`src/rtl/blt_pkg.sv`:
```
// Package: shared constants and types for the bonded lane transmitter.
// Assumes bytes are 8 bits and a character is one start bit plus one byte.
package blt_pkg;
    localparam int          BYTE_W     = 8;
    localparam int          CHAR_BITS  = 1 + BYTE_W;
    localparam int          CNT_W      = $clog2(CHAR_BITS + 1);
    localparam logic [7:0]  FLAG_BYTE  = 8'h7E;
    localparam logic [7:0]  ESC_BYTE   = 8'h7D;
    localparam logic [7:0]  ESC_FLIP   = 8'h20;

    typedef enum logic [1:0] {
        FR_OPEN  = 2'd0,
        FR_DATA  = 2'd1,
        FR_ESC   = 2'd2,
        FR_CLOSE = 2'd3
    } fr_state_t;
endpackage

```
`src/rtl/blt_framer.sv`:
```
// Framer: wraps each frame in flag bytes and escapes flag/escape payload
// bytes. Output is a byte stream with valid/ready and a close marker.
// Assumes out_valid may not depend on out_ready (it does not), so the
// downstream ready may depend on out_valid without a loop.
module blt_framer
    import blt_pkg::*;
(
    input  logic       clk,
    input  logic       rst_n,
    input  logic       in_valid,
    input  logic [7:0] in_data,
    input  logic       in_last,
    output logic       in_ready,
    output logic       out_valid,
    output logic [7:0] out_byte,
    output logic       out_close,
    input  logic       out_ready,
    output logic       active
);
    fr_state_t  state_q;
    logic [7:0] held_q;
    logic       held_last_q;
    logic       is_special;

    assign is_special = (in_data == FLAG_BYTE) || (in_data == ESC_BYTE);
    assign active     = (state_q != FR_OPEN);

    // Output byte selection per framing state.
    always_comb begin
        out_valid = 1'b0;
        out_byte  = FLAG_BYTE;
        out_close = 1'b0;
        in_ready  = 1'b0;
        case (state_q)
            FR_OPEN: begin
                out_valid = in_valid;
                out_byte  = FLAG_BYTE;
            end
            FR_DATA: begin
                out_valid = in_valid;
                out_byte  = is_special ? ESC_BYTE : in_data;
                in_ready  = out_ready;
            end
            FR_ESC: begin
                out_valid = 1'b1;
                out_byte  = held_q;
            end
            default: begin
                out_valid = 1'b1;
                out_byte  = FLAG_BYTE;
                out_close = 1'b1;
            end
        endcase
    end

    // Framing state advance on each accepted output byte.
    always_ff @(posedge clk) begin
        if (!rst_n) begin
            state_q     <= FR_OPEN;
            held_q      <= '0;
            held_last_q <= 1'b0;
        end else if (out_valid && out_ready) begin
            case (state_q)
                FR_OPEN: state_q <= FR_DATA;
                FR_DATA: begin
                    if (is_special) begin
                        held_q      <= in_data ^ ESC_FLIP;
                        held_last_q <= in_last;
                        state_q     <= FR_ESC;
                    end else if (in_last) begin
                        state_q <= FR_CLOSE;
                    end
                end
                FR_ESC:  state_q <= held_last_q ? FR_CLOSE : FR_DATA;
                default: state_q <= FR_OPEN;
            endcase
        end
    end
endmodule

```
`src/rtl/blt_slot_packer.sv`:
```
// Slot packer: gathers stuffed bytes into a slot of LANES bytes and hands
// the slot to the serializer when it is full, when the frame has closed,
// or when no byte is on offer. Assumes ser_free is high in the last bit
// cycle of the running slot so slots can follow without a gap.
module blt_slot_packer
    import blt_pkg::*;
#(
    parameter int LANES = 8,
    localparam int CW   = $clog2(LANES + 1)
) (
    input  logic                  clk,
    input  logic                  rst_n,
    input  logic                  in_valid,
    input  logic [7:0]            in_byte,
    input  logic                  in_close,
    output logic                  in_ready,
    input  logic                  ser_free,
    output logic                  launch,
    output logic [LANES*8-1:0]    slot_bytes,
    output logic [CW-1:0]         slot_used,
    output logic                  sealed
);
    logic [7:0]    buf_q [LANES];
    logic [CW-1:0] count_q;
    logic          full;

    assign full      = (count_q == CW'(LANES));
    assign launch    = ser_free && (count_q != '0) && (full || sealed || !in_valid);
    assign in_ready  = !full && !sealed && !launch;
    assign slot_used = count_q;

    // Fill pointer and seal flag bookkeeping.
    always_ff @(posedge clk) begin
        if (!rst_n) begin
            count_q <= '0;
            sealed  <= 1'b0;
        end else if (launch) begin
            count_q <= '0;
            sealed  <= 1'b0;
        end else if (in_valid && in_ready) begin
            count_q <= count_q + 1'b1;
            sealed  <= in_close;
        end
    end

    genvar g;
    generate
        for (g = 0; g < LANES; g++) begin : g_slot
            // Capture the byte destined for lane g.
            always_ff @(posedge clk) begin
                if (!rst_n) begin
                    buf_q[g] <= '0;
                end else if (in_valid && in_ready && (count_q == CW'(g))) begin
                    buf_q[g] <= in_byte;
                end
            end
            assign slot_bytes[g*8 +: 8] = buf_q[g];
        end
    endgenerate
endmodule

```
`src/rtl/blt_slot_serializer.sv`:
```
// Serializer: loads one slot into per-lane 9-bit shift registers and
// shifts them out one bit per clock, start bit first, data LSB first.
// Unused lanes load all ones and stay at idle. Assumes load only when
// ser_free is high.
module blt_slot_serializer
    import blt_pkg::*;
#(
    parameter int LANES = 8,
    localparam int CW   = $clog2(LANES + 1)
) (
    input  logic               clk,
    input  logic               rst_n,
    input  logic               load,
    input  logic [LANES*8-1:0] slot_bytes,
    input  logic [CW-1:0]      slot_used,
    output logic               ser_free,
    output logic [CNT_W-1:0]   bit_cnt,
    output logic [LANES-1:0]   lane_out
);
    logic [CNT_W-1:0] cnt_q;

    assign bit_cnt  = cnt_q;
    assign ser_free = (cnt_q <= CNT_W'(1));

    // Remaining bit times of the slot on the lanes.
    always_ff @(posedge clk) begin
        if (!rst_n) begin
            cnt_q <= '0;
        end else if (load) begin
            cnt_q <= CNT_W'(CHAR_BITS);
        end else if (cnt_q != '0) begin
            cnt_q <= cnt_q - 1'b1;
        end
    end

    genvar g;
    generate
        for (g = 0; g < LANES; g++) begin : g_lane
            logic [CHAR_BITS-1:0] sh_q;
            logic                 used;
            assign used = (CW'(g) < slot_used);

            // Per-lane character shifter, filling with idle ones.
            always_ff @(posedge clk) begin
                if (!rst_n) begin
                    sh_q <= '1;
                end else if (load) begin
                    sh_q <= used ? {slot_bytes[g*8 +: 8], 1'b0} : '1;
                end else begin
                    sh_q <= {1'b1, sh_q[CHAR_BITS-1:1]};
                end
            end
            assign lane_out[g] = sh_q[0];
        end
    endgenerate
endmodule

```
`src/rtl/bonded_lane_tx.sv`:
```
// Top: framed byte stream in, LANES bonded serial lanes out.
// Chain: framer (flags, escapes) -> slot packer -> slot serializer.
// Assumes one lane bit per clk and a receiver recovering each lane alone.
module bonded_lane_tx
    import blt_pkg::*;
#(
    parameter int LANES = 8,
    localparam int CW   = $clog2(LANES + 1)
) (
    input  logic             clk,
    input  logic             rst_n,
    input  logic             in_valid,
    input  logic [7:0]       in_data,
    input  logic             in_last,
    output logic             in_ready,
    output logic [LANES-1:0] lane_out,
    output logic             busy
);
    logic               st_valid;
    logic [7:0]         st_byte;
    logic               st_close;
    logic               st_ready;
    logic               fr_active;
    logic               ser_free;
    logic               slot_launch;
    logic [LANES*8-1:0] slot_bytes;
    logic [CW-1:0]      pk_count;
    logic               pk_sealed;
    logic [CNT_W-1:0]   ser_cnt;

    blt_framer u_framer (
        .clk       (clk),
        .rst_n     (rst_n),
        .in_valid  (in_valid),
        .in_data   (in_data),
        .in_last   (in_last),
        .in_ready  (in_ready),
        .out_valid (st_valid),
        .out_byte  (st_byte),
        .out_close (st_close),
        .out_ready (st_ready),
        .active    (fr_active)
    );

    blt_slot_packer #(.LANES(LANES)) u_packer (
        .clk        (clk),
        .rst_n      (rst_n),
        .in_valid   (st_valid),
        .in_byte    (st_byte),
        .in_close   (st_close),
        .in_ready   (st_ready),
        .ser_free   (ser_free),
        .launch     (slot_launch),
        .slot_bytes (slot_bytes),
        .slot_used  (pk_count),
        .sealed     (pk_sealed)
    );

    blt_slot_serializer #(.LANES(LANES)) u_ser (
        .clk        (clk),
        .rst_n      (rst_n),
        .load       (slot_launch),
        .slot_bytes (slot_bytes),
        .slot_used  (pk_count),
        .ser_free   (ser_free),
        .bit_cnt    (ser_cnt),
        .lane_out   (lane_out)
    );

    assign busy = fr_active || (pk_count != '0) || (ser_cnt != '0);
endmodule

```
`config.mk`:
```
export PLATFORM = sky130hd
export DESIGN_NAME = bonded_lane_tx
export DESIGN_NICKNAME = d
export VERILOG_FILES = /design/src/rtl/blt_pkg.sv /design/src/rtl/blt_framer.sv /design/src/rtl/blt_slot_packer.sv /design/src/rtl/blt_slot_serializer.sv /design/src/rtl/bonded_lane_tx.sv
export SDC_FILE = /design/constraint.sdc
export NUM_CORES = 1
export LEC_CHECK = 0
export ABC_CLOCK_PERIOD_IN_PS = 3190
export CORE_UTILIZATION = 60
export CTS_BUF_LIST = sky130_fd_sc_hd__clkbuf_16
export DETAILED_ROUTE_END_ITERATION = 12
export PLACE_DENSITY_LB_ADDON = 0.15
export SYNTH_ARGS = -nofsm -noshare
export SYNTH_HDL_FRONTEND = slang
export SYNTH_SLANG_ARGS = --single-unit
```
`constraint.sdc`:
```
create_clock -name clk -period 3.19 [get_ports clk]
set_clock_uncertainty 0.2 [all_clocks]
set_input_delay 0.319 -clock clk [delete_from_list [all_inputs] [get_ports clk]]
set_output_delay 0.319 -clock clk [all_outputs]
set_load 0.01 [all_outputs]
```
==> summary.md <==
The detail route stage leaves a number of antenna-violating nets equal to 0. The startpoint identified for the worst hold timing path is rst_n. The setup check on the worst reg-to-reg path leaves a slack of 570 ps. Number of rows in the core area: 35. For the total negative slack for setup checks, the log shows 0 ps.

The run gives 0 as the number of antenna violations at the first check in global routing. The core footprint is 9370 um2. The maximum clock path buffer count came out at 2.

In this run the clock root is driven by a clkbuf_16. Proportion of synthesized flip-flops having asynchronous set or reset: 0%. Cells with a size suffix above 1 make up 14.7% of the layout. For this block, the initial DRC count from the detailed router was 225.

dfxtp_1 is the most common cell in the netlist. With fillers left out, the area of the finished cells amounts to 6780 um2. In this run the number of H-tree levels came out at 4. The distinct cell type count after synthesis came out at 50.

The transition at the pin with the smallest max-transition slack was 674 ps; the smallest hold slack was 152 ps. In this run the power density over the cells is 845 nW/um2. The die covers 10,200 um2. The worst hold path passes through 2 cells. For the number of detailed-route iterations in the first pass, the log shows 5. Launch point of the critical path: u_packer.slot_used[0]$_SDFFE_PP0N_. For this run, the number of Yosys warnings is 0. Max-cap violations in this run came to 0.

TritonCTS built the clock tree. At the worst endpoint, the required time is 2670 ps. Dividing the synthesized area by the synthesized cell count gives 12.3 um2.

The cell count after synthesis is 481, and the number of failing hold endpoints at the final stage is 0. The commonest cells after synthesis are dfxtp_1 (92), nor2_1 (75), edfxtp_1 (64), o22a_1 (56), nand2_1 (31). Headroom to the max-slew limit came out at 54.9%. The number of nets handed over by synthesis was 504.

Final cycle utilization of the critical path: 95.0%. The logs give 0.000633 V for the worst IR drop on VDD and 6780 um for the HPWL after detailed placement. For this configuration, the core starts out at a cell density of 62.9%. The fraction of post-synthesis cell area in the top cell type by area works out to 32.6%.

The worst setup path is captured at a primary output. Data on the critical path arrives at its endpoint at 2510 ps. The worst-case setup margin in the final layout was 160 ps. After clock tree synthesis, the clock-pin slew on the worst setup and hold paths is 60 ps. The minimum clock period after layout was 3030 ps; the cell area after placement was 6210 um2. After synthesis the netlist holds a flip-flop and latch count of 156. The tools report the reg-to-reg startpoint as u_framer.state_q[0]$_SDFFE_PN0P_. In the synthesized netlist the dominant register cell turns out to be dfxtp_1. At the end of routability-driven placement, the weighted congestion stood at 0.869. The number of clock sinks seen by CTS is 156. Summed over all instances, the cell type with the most area after synthesis is edfxtp_1.

Leaving out filler cells and counting taps, the final layout contains 647. The number of cells in the design after placement is 615, and the number of buffers inserted during clock tree synthesis is 17. The path class of the tightest hold or removal check is in2reg. The run gives 0 as the number of pins exceeding their max-slew limit in the final report. The launching element type of the critical path is a register. The number of port buffers was 21. The wire length of the first global-routing pass came out at 17,700 um. The die span in y was 101 um. Setup repair after global routing left no endpoint under its margin.

The wire length reported by the detailed router is 10,600 um. The proportion of synthesized chip area in sequential cells was 63.8%; the per-cell via count in the routed design was 5.63. The die is 101 um wide. The detail-routed net length per standard cell came out at 16.4 um.

Based on the critical path, the design can be clocked at up to 0.330 GHz. The static power due to leakage came out at 2.58 nW. The logs give 0 for the residual DRC count and 60 for the maximum number of pins on one net before global-route repair. The worst reg2reg path depth came out at 8. The repair_antennas step left the layout with diodes totalling 0. Pin placement for this block handled 22 I/O pins. Of all nets on the critical path, the largest fanout is 8. Yosys attributes the largest share of cell area to edfxtp_1 (33%), dfxtp_1 (31%), o22a_1 (8.3%).

Setup violations remaining at the end of the flow were counted as 0. The worst hold path terminates at u_ser.g_lane[0].sh_q[0]$_SDFF_PN1_. The overall routing resource usage was 23.2%. Growth of design area from synthesis to finish: 15.0%. The share of the core filled with cells in the final layout was 72.3%; the latest clock arrival within the worst-skew pair was 410 ps. The tools report the reg-to-reg critical path endpoint as u_packer.buf_q[0][31]$_SDFFCE_PN0P_.

The run gives 5900 um2 as the netlist area before placement. The number of synthesized flops with an enable pin works out to 64. The flow ran to the end, and the final reports show no timing, DRC or antenna violations. The run gives 3,641 as the via total after detailed routing. The critical path is of the reg2out type. After the last flow step, the layout net total stands at 528.

The logs give 5.73 mW for the total power draw and 3,626 for the number of global-route vias before repair. For the sum of overflow across all layers after global routing, the log shows 0. The run gives 536 ps as the pre-CTS worst setup slack.
per-layer routing:
metal / wire (um) / up-vias / GRT usage (%)
met5: 0 / - / 0
met3: 375 / 7 / 5.24
met2: 5290 / 78 / 39.8
met1: 4900 / 1777 / 29.4
met4: 69 / 0 / 7.58
li1: - / 1779 / -
worst max-delay path, cell delays in order, from the launching register on:
cell             delay, ps
dfxtp_1                360
inv_1                  160
ha_4                   200
or3b_1                 400
o211ai_2               150
nor2_1                 100
nor2b_1                160
clkdlybuf4s50_1        560
cell usage in the layout (no fill, tap or decap), drive strengths merged, types with 6 or more instances in the layout:
cell,n
nand4,15
ha,11
a21oi,10
inv,23
nand3,6
nand2,31
clkdlybuf4s50,20
dfxtp,92
buf,16
or2,8
o21ai,11
edfxtp,64
o22a,56
nor2,75
clkbuf,17
o21a,13
what timing repair did:
item	in CTS	in global routing
buffers inserted	0	0
endpoints found under the setup margin	0	1
hold buffers	0	0
gates resized for setup	0	4
cell families (layout without fill, tap and decap cells):
logic type / Yosys count / after routing / synth area share [%]
AO/OA/AOI/OAI: 105 / 105 / 14.4
XOR/XNOR: 4 / 4 / 0.594
adder cells (fa/ha/maj): 11 / 11 / 2.33
buffers and inverters: 44 / 81 / 4.05
flip-flops: 156 / 156 / 63.8
multiplexers: 4 / 4 / 0.679
AND/OR/NAND/NOR: 157 / 157 / 14.1
worst max-delay path by stage:
stage	endpoint	slack, ps	depth (start not counted)
floorplan	u_packer.buf_q[0][0]$_SDFFCE_PN0P_	470	6
global placement	u_packer.buf_q[0][27]$_SDFFCE_PN0P_	550	8
detailed placement	u_packer.buf_q[0][27]$_SDFFCE_PN0P_	540	8
CTS	in_ready	60	7
global route	in_ready	30	7
finish	in_ready	160	7
state kept, by name, indices dropped and copies added, names as in the netlist:
signal                count
u_ser.bit_cnt             4
u_ser.g_lane.sh_q        72
u_packer.sealed           1
u_framer.held_last_q      1
u_packer.buf_q           64
u_framer.state_q          2
u_framer.held_q           8
u_packer.slot_used        4
area by class of cell:
cell class,count,area [um2]
clock buffer,17,425
clock inverter,15,128
fill,672,2590
inverter,13,48.8
multi-input combinational,281,1920
sequential,156,3760
tap,129,161
timing repair buffer,36,330
power by group:
part | internal (mW) | switching, mW | total, mW
Clock | 1.02 | 0.850 | 1.87
Sequential | 2.32 | 0.102 | 2.42
Combinational | 0.479 | 0.954 | 1.43
Total | 3.82 | 1.91 | 5.73
Power figures use the tool's default switching activity.
